$ cat src/rtl/ci_pkg.sv
package ci_pkg;
  localparam int CODE_W = 6;
  localparam int NARROW_W = 4;
  localparam int POS_W = $clog2(CODE_W);
  localparam logic [CODE_W-1:0] CODE_IDLE = '1;
  localparam logic [1:0] ADDR_TX = 2'd0;
  localparam logic [1:0] ADDR_RX = 2'd1;
  localparam logic [1:0] ADDR_CTL = 2'd2;

  typedef struct packed {
    logic frameStart;
    logic slotBit;
    logic rxDone;
  } ciStrobes_t;
endpackage

$ cat src/rtl/ci_ctl.sv
module ci_ctl
  import ci_pkg::*;
#(
  parameter int FRAME_BITS = 16,
  parameter int SLOT_START = 4
) (
  input  logic             clk,
  input  logic             rstN,
  input  logic             frameSync,
  input  logic             bitStrobe,
  output ciStrobes_t       strb,
  output logic [POS_W-1:0] txPos,
  output logic             txActive
);
  localparam int CNT_W = $clog2(FRAME_BITS);
  localparam logic [CNT_W-1:0] SLOT_LO = CNT_W'(SLOT_START);
  localparam logic [CNT_W-1:0] SLOT_HI = CNT_W'(SLOT_START + CODE_W - 1);
  localparam logic [CNT_W-1:0] LAST_BIT = CNT_W'(FRAME_BITS - 1);
  localparam logic [POS_W-1:0] LAST_POS = POS_W'(CODE_W - 1);

  logic [CNT_W-1:0] bitCnt;
  logic [CNT_W-1:0] curIdx;
  logic             syncNow;
  logic             rxInSlot;
  logic [POS_W-1:0] rxPos;

  assign syncNow = bitStrobe && frameSync;
  assign curIdx = syncNow ? '0 : bitCnt;

  always_ff @(posedge clk) begin
    if (!rstN) begin
      bitCnt <= '0;
    end else if (bitStrobe) begin
      if (syncNow) bitCnt <= CNT_W'(1);
      else if (bitCnt == LAST_BIT) bitCnt <= '0;
      else bitCnt <= bitCnt + CNT_W'(1);
    end
  end

  assign rxInSlot = (curIdx >= SLOT_LO) && (curIdx <= SLOT_HI);
  assign rxPos = POS_W'(curIdx - SLOT_LO);

  assign txActive = (bitCnt >= SLOT_LO) && (bitCnt <= SLOT_HI);
  assign txPos = txActive ? POS_W'(bitCnt - SLOT_LO) : '0;

  always_comb begin
    strb.frameStart = syncNow;
    strb.slotBit = bitStrobe && rxInSlot;
    strb.rxDone = bitStrobe && rxInSlot && (rxPos == LAST_POS);
  end
endmodule

$ cat src/rtl/ci_dp.sv
module ci_dp
  import ci_pkg::*;
(
  input  logic             clk,
  input  logic             rstN,
  input  ciStrobes_t       strb,
  input  logic [POS_W-1:0] txPos,
  input  logic             serIn,
  input  logic             regWe,
  input  logic             regRe,
  input  logic [1:0]       regAddr,
  input  logic [7:0]       regWdata,
  output logic [7:0]       regRdata,
  output logic             serOut,
  output logic             irq,
  output logic             accessReq
);
  localparam logic [CODE_W-1:0] MASK_WIDE = '1;
  localparam logic [CODE_W-1:0] MASK_NARROW = CODE_W'((1 << NARROW_W) - 1);

  logic [CODE_W-1:0] txCode, txShadow, cand, rxCode, rxWord, diffMask;
  logic [CODE_W-2:0] rxShift;
  logic              wideSel, intEn, chgFlag, reqAcc;
  logic              confirm, raise, rdRx;
  logic [POS_W-1:0]  txSel;

  assign rxWord = {rxShift, serIn};
  assign diffMask = wideSel ? MASK_WIDE : MASK_NARROW;
  assign confirm = strb.rxDone && (rxWord == cand) && (rxWord != rxCode);
  assign raise = confirm && intEn && (((rxWord ^ rxCode) & diffMask) != '0);
  assign rdRx = regRe && (regAddr == ADDR_RX);

  always_ff @(posedge clk) begin
    if (!rstN) begin
      txCode   <= CODE_IDLE;
      wideSel  <= 1'b1;
      intEn    <= 1'b0;
      txShadow <= CODE_IDLE;
      rxShift  <= '0;
      cand     <= CODE_IDLE;
      rxCode   <= CODE_IDLE;
      chgFlag  <= 1'b0;
      reqAcc   <= 1'b0;
    end else begin
      if (regWe && regAddr == ADDR_TX) {txCode, wideSel, intEn} <= regWdata;
      if (regWe && regAddr == ADDR_CTL) reqAcc <= regWdata[0];
      if (strb.frameStart) txShadow <= txCode;
      if (strb.slotBit) rxShift <= rxWord[CODE_W-2:0];
      if (strb.rxDone) cand <= rxWord;
      if (confirm) rxCode <= rxWord;
      if (raise) chgFlag <= 1'b1;
      else if (rdRx) chgFlag <= 1'b0;
    end
  end

  always_comb begin
    case (regAddr)
      ADDR_TX:  regRdata = {txCode, wideSel, intEn};
      ADDR_RX:  regRdata = {rxCode, wideSel, intEn};
      ADDR_CTL: regRdata = {6'b0, chgFlag, reqAcc};
      default:  regRdata = 8'h00;
    endcase
  end

  assign txSel = POS_W'(CODE_W - 1) - txPos;
  assign serOut = txShadow[txSel];
  assign irq = chgFlag;
  assign accessReq = reqAcc;
endmodule

$ cat src/rtl/cmdind_handler.sv
module cmdind_handler
  import ci_pkg::*;
#(
  parameter int FRAME_BITS = 16,
  parameter int SLOT_START = 4
) (
  input  logic       clk,
  input  logic       rstN,
  input  logic       frameSync,
  input  logic       bitStrobe,
  input  logic       serIn,
  output logic       serOut,
  output logic       serOe,
  input  logic       regWe,
  input  logic       regRe,
  input  logic [1:0] regAddr,
  input  logic [7:0] regWdata,
  output logic [7:0] regRdata,
  output logic       irq,
  output logic       accessReq
);
  ciStrobes_t       strb;
  logic [POS_W-1:0] txPos;

  ci_ctl #(.FRAME_BITS(FRAME_BITS), .SLOT_START(SLOT_START)) u_ctl (
    .clk(clk), .rstN(rstN), .frameSync(frameSync), .bitStrobe(bitStrobe),
    .strb(strb), .txPos(txPos), .txActive(serOe)
  );

  ci_dp u_dp (
    .clk(clk), .rstN(rstN), .strb(strb), .txPos(txPos), .serIn(serIn),
    .regWe(regWe), .regRe(regRe), .regAddr(regAddr), .regWdata(regWdata),
    .regRdata(regRdata), .serOut(serOut), .irq(irq), .accessReq(accessReq)
  );
endmodule

$ cat config.mk
export PLATFORM = sky130hd
export DESIGN_NAME = cmdind_handler
export DESIGN_NICKNAME = d
export VERILOG_FILES = /design/src/rtl/ci_pkg.sv /design/src/rtl/ci_ctl.sv /design/src/rtl/ci_dp.sv /design/src/rtl/cmdind_handler.sv
export SDC_FILE = /design/constraint.sdc
export NUM_CORES = 1
export LEC_CHECK = 0
export BUFFER_PORTS_ARGS = -buffer_cell sky130_fd_sc_hd__buf_2
export CAP_MARGIN = 40
export CORE_MARGIN = 3
export CORE_UTILIZATION = 30
export CTS_CLUSTER_DIAMETER = 120
export DETAILED_ROUTE_END_ITERATION = 8
export PLACE_DENSITY_LB_ADDON = 0.08
export SLEW_MARGIN = 40
export SYNTH_ARGS = -nofsm -noshare
export SYNTH_HDL_FRONTEND = slang
export SYNTH_SLANG_ARGS = --single-unit
$ cat constraint.sdc
create_clock -name clk -period 1.4 [get_ports clk]
set_clock_uncertainty 0.1 [all_clocks]
set_input_delay 0.07 -clock clk [delete_from_list [all_inputs] [get_ports clk]]
set_output_delay 0.07 -clock clk [all_outputs]
set_load 0.02 [all_outputs]
# Yosys cells after proc, flatten, opt, wreduce, memory -nomap -nowiden
# Cells that the tools add are included.
dict set report op_classes {
  order_cmp 5
  muxes 10
  n_addsub 4
  n_reduce_logical 15
  eq_ne 6
  bitwise_logic 2
}
# operator n
set op_table {}
lappend op_table {{case mux 8 bit (3 select lines)} 1}
lappend op_table {{logical AND 1 bit} 12}
lappend op_table {{two-way mux 4 bit} 3}
lappend op_table {{>= comparator 4 x 3 -> 1 bit (second input constant)} 2}
lappend op_table {{less-or-equal comparator 4 bit (second input constant)} 2}
lappend op_table {{AND 6 bit} 1}
lappend op_table {{== test 6 bit} 1}
lappend op_table {{two-way mux 6 bit} 1}
lappend op_table {{inequality test 6 bit} 1}
lappend op_table {{nonzero test 6 bit} 1}
lappend op_table {{subtractor 3 bit (second input constant)} 2}
lappend op_table {{bitwise XOR 6 bit} 1}
lappend op_table {{adder 4 x 1 -> 4 bit (second input constant)} 1}
lappend op_table {{== test 4 bit (second input constant)} 1}
lappend op_table {{< comparator 3 x 4 -> 1 bit (second input constant)} 1}
lappend op_table {{binary-select mux 1 bit (select 3 bit)} 1}
lappend op_table {{== test 3 bit (second input constant)} 1}
lappend op_table {{two-way mux 1 bit} 3}
lappend op_table {{two-way mux 3 bit} 1}
lappend op_table {{subtractor 3 bit (first input constant)} 1}
lappend op_table {{== test 2 x 1 -> 1 bit (second input constant)} 1}
lappend op_table {{== test 2 bit (second input constant)} 1}
lappend op_table {{logical NOT 2 bit} 1}
lappend op_table {{nonzero test 2 bit} 1}
dict set report word_totals {
  regBits 37
  word_cells 52
  input_bits 17
}

# Logic depth before layout (Yosys ltp)
dict set report depth {
  depth_word 11
  ltp_mapped 6
}

# Hierarchy
# A second synthesis with hierarchy kept.
dict set report unflattened {
  hier_cells 214
  area_unflattened_um2 1884.3
}
# module seq_area_each_um2 area_per_inst_um2 instances cells_each
set modules_own_cells {}
lappend modules_own_cells {ci_dp 660.6 1575.3 1 174}
lappend modules_own_cells {ci_ctl 80.1 309.0 1 40}

# Least setup slack after synthesis
# No wires, ideal clock.
dict set report synth_path {
  path_kind {reg2out}
  start {register u_ctl.bitCnt[1]}
  end {output serOut}
  path_stages_with_launch 7
  required_ns 1.230
  t_arrival_ns 1.528
  slack_ns -0.298
  cell_sequence {dfxtp_1 inv_1 ha_1 or2_2 a21oi_1 o21ai_0 o21ai_0}
}
dict set report synth_via {
  elab_chain_len 6
}
# element line_no
set synth_lines {}
lappend synth_lines {{start: declaration} ci_ctl.sv:21} ;# logic [CNT_W-1:0] bitCnt;
lappend synth_lines {{start signal: assignment} ci_ctl.sv:36} ;# else bitCnt <= bitCnt + CNT_W'(1);
lappend synth_lines {{>= comparator 4 x 3 -> 1 bit / less-or-equal comparator 4 bit (equally long branches)} ci_ctl.sv:43} ;# assign txActive = (bitCnt >= SLOT_LO) && (bitCnt <= SLOT_HI);
lappend synth_lines {{logical AND 1 bit} ci_ctl.sv:43}
lappend synth_lines {{two-way mux 3 bit (*)} ci_ctl.sv:44} ;# assign txPos = txActive ? POS_W'(bitCnt - SLOT_LO) : '0;
lappend synth_lines {{subtractor 3 bit (*)} ci_dp.sv:65} ;# assign txSel = POS_W'(CODE_W - 1) - txPos;
lappend synth_lines {{binary-select mux 1 bit (select 3 bit) (*)} ci_dp.sv:66} ;# assign serOut = txShadow[txSel];
lappend synth_lines {{two-way mux 1 bit (implied by the code) (*)} ci_dp.sv:66}
lappend synth_lines {{end: declaration} cmdind_handler.sv:12} ;# output logic serOut,
# Mark *: on every way between the ends. The rest lies on a longest branch, timed or not. The select of a mux whose other input is x is not followed.

# Final worst setup path
# Ends and elaborated chain as after synthesis.

==> reports/qor.txt <==
Largest family of logic cells by synthesized area = simple AND/OR/NAND/NOR gates
Synthesized flop and latch total = 37
Post-Place Cell Area = 2310 µm²
Most frequent CP cell = buf_6
Layout cells sized above 1 = 35.4%
Worst-Skew Late Latency = 0.29 ns
Max_slew headroom = 74.0%
Failing checks = setup timing
Drt initial violations = 81
Reg2reg path depth = 5
R2R Setup Slk = -0.20 ns
Via density = 4.66
Post-Synth Simple-Gate Area = 29.3%
Worst setup slack after layout = -0.303 ns
Via count = 1,676
Placer congestion estimate = 0.762
CTS tree = done
Root Driver = clkbuf_8
Crit path from = u_ctl.bitCnt[1]$_SDFFE_PN0P_
Flop pwr share = 44.2%
Leading cell type by number of instances after synthesis = nand2_1
Critical Path Stages = 7
Sequential fraction of the synthesis area = 38.9%
Final instance area = 2710 µm²
Mux contribution to synthesized area = 11.6%
CP required = 1.23 ns
Worst EP arrival = 1.53 ns
CTS sink count = 37
Cell Chain, Critical Path = inv_4, ha_2, or2_4, a21oi_4, buf_6, o21ai_2, buf_6
Synthesized cell area = 1900 µm²
Fin Setup TNS = -3.07 ns
Worst path bufs/invs = 3
Origin of the critical flop-to-flop path = u_ctl.bitCnt[1]$_SDFFE_PN0P_
1st-pass router iterations = 4
Leakage power figure = 1.22 nW
Post-Synthesis Cells = 219
Share of synthesized flip-flops with an asynchronous set or reset = 0%
Post-layout minimum cycle time = 1.70 ns
Setup WS pre-CTS = -0.173 ns
Status = complete, but fails checks
Port Buf Inserts = 28
CORE AREA = 6030 µm²
Remaining Overflow, GRT = 0
Synth Area in XOR/XNOR = 5.53%
DRT Wirelength = 4600 µm
Post-DR wirelength/cell = 12.8 µm
Max clock buf depth = 2
Dpl hpwl = 3450 µm
P_sw = 556 µW
Clk slew on worst S/H paths = 0.08 ns
Max FO, Critical Path = 4
Slew @ Worst Pin = 0.390 ns
Power Density = 916 nW/µm²
Setup crit start kind = flip-flop
RSZ-0062 raised after global routing = true
GRT Util Overall = 13.8%
Synth top cells by count = nand2_1, dfxtp_1, mux2i_1
Compound-Gate Fraction of Synth Area = 8.42%
Yosys top cell by area = dfxtp_1
Number of flops mapped to enable cells by yosys = 0
Die X = 85.6 µm
Top FF cell, synth = dfxtp_1
Count of final hold-check violations = 0
Library cells used by synthesis = 40
Crit path kind = reg2out
Reg2reg end = u_dp.rxCode[2]$_SDFFE_PN1P_
Wire length of the first global-routing pass = 8070 µm
Initial Util = 31.6%
Crit path max-delay family = flip-flops
Worst Setup End Kind = output pin
Switching Share = 22.4%
Final period util = 122%
Mean Syn Cell Area = 8.68 µm²
Internal power = 1.92 mW
Initial antenna violation count = 0
Max Cap Viol = 0
Layout Nets = 304
CTS Buf Count = 5
Antenna Nets Post-Route = 0
Hold Crit Class = in2reg
Vias in the first global route = 1,758
Io pins = 29
Inserted Diodes = 0
Ranking of synthesized cells by area = dfxtp_1, mux2i_1, nand2_1, nand3_1, nor2b_1
Slowest CP cell = dfxtp_4
IR drop worst, VDD = 0.388 mV
DRC = 0
Critical path endpoint = serOut
Crit-path max cell delay = 0.36 ns
Largest net degree at the start of global routing = 17
Die area = 7330 µm²
P&R area growth vs syn = 42.4%
Total power draw = 2.48 mW
Final number of max-transition violations = 0
Final Setup Violations = 21
Synth Warn # = 0
Combinational Power Share = 11.6%
Die Y = 85.6 µm
Rows = 28
Fmax = 0.587 GHz
Top-area cell type share of the netlist area = 38.9%
Synth Area in Adders = 1.97%
Clock network power share = 44.1%
Syn_nets = 239
# H-tree levels = 2
==> tightest hold or removal path, delay by kind of cell <==
kind          cells  cell delay, ns
simple gates      1            0.06
buf+inv           1            0.16
mux               1            0.09
==> worst min path at each step <==
| stage | start | endpoint | slack (ns) | cells after the start |
|---|---|---|---|---|
| detailed placement | regWdata[2] | u_dp.txCode[0]$_SDFFE_PN1P_ | 0.19 | 3 |
| global route | serIn | u_dp.cand[0]$_SDFFE_PN1P_ | 0.05 | 3 |
| CTS | serIn | u_dp.cand[0]$_SDFFE_PN1P_ | 0.02 | 3 |
| finish | serIn | u_dp.cand[0]$_SDFFE_PN1P_ | 0.02 | 3 |
| global placement | regWdata[2] | u_dp.txCode[0]$_SDFFE_PN1P_ | 0.18 | 3 |
| floorplan | regWdata[2] | u_dp.txCode[0]$_SDFFE_PN1P_ | 0.09 | 2 |
==> repair_timing <==
action	CTS	global route
resized for setup	28	14
hold buffers	9	0
setup endpoints to repair	18	22
endpoints found under the hold margin	13	0
pin swaps	10	5
buffers inserted	4	2
==> metrics by stage <==
step                      utilization [%]  std cells  hold slack, ns
after floorplan                         -        219          0.0942
after global placement               38.3        337           0.185
after detailed placement             38.3        337           0.187
after CTS                            43.8        358          0.0238
after global routing                 45.0        360          0.0525
final                                45.0        360          0.0249
==> routing by layer <==
metal,vias up,track usage (%),wire length (µm)
li1,873,-,-
met1,768,17.8,2250
met2,27,22.8,2140
met3,8,2.50,128
met4,0,5.18,81
met5,-,0,0
==> power groups by stage <==
stage                     Combinational [mW]  Clock, mW  Sequential [mW]
after floorplan                        0.139          0             1.12
after global placement                 0.236          0             1.12
after detailed placement               0.236          0             1.12
after CTS                              0.279       1.13             1.10
after global routing                   0.324       1.18             1.10
final                                  0.289       1.09             1.10
==> area by class of cell <==
class / instances / area (µm²)
Sequential cell: 37 / 752
Clock buffer: 5 / 68.8
Tap cell: 75 / 93.8
Fill cell: 594 / 3320
Multi-Input combinational cell: 164 / 1200
Inverter: 6 / 25.0
Clock inverter: 3 / 65.1
Timing Repair Buffer: 70 / 505
==> flip-flops by register name, indices dropped and copies added, names as in the netlist <==
signal,cells
u_dp.txCode,6
u_dp.rxCode,6
u_dp.txShadow,6
u_dp.rxShift,5
u_dp.accessReq,1
u_dp.irq,1
u_dp.intEn,1
u_dp.cand,6
u_dp.wideSel,1
u_ctl.bitCnt,4
==> placed cells by master (no fill, tap or decap), types with 3 or more instances in the layout <==
cell / n
nor2_1: 7
dfxtp_2: 3
xor2_1: 6
inv_1: 4
buf_6: 6
dfxtp_1: 32
o21ai_2: 6
nand2_1: 38
buf_2: 26
nand3b_1: 7
nor2b_1: 12
xnor2_1: 3
o21ai_1: 4
xnor2_2: 3
mux2i_1: 22
dlygate4sd3_1: 9
buf_4: 29
o21ai_0: 4
nand3_1: 20
clkbuf_8: 5
==> cells by family (layout without fill, tap and decap cells) <==
logic type / after synthesis / count (layout)
flops: 37 / 37
mux: 22 / 22
compound gates: 25 / 25
fa+ha+maj: 3 / 3
xor+xnor: 12 / 12
simple gates: 102 / 102
buf+inv: 18 / 84
Power figures use the tool's default switching activity.
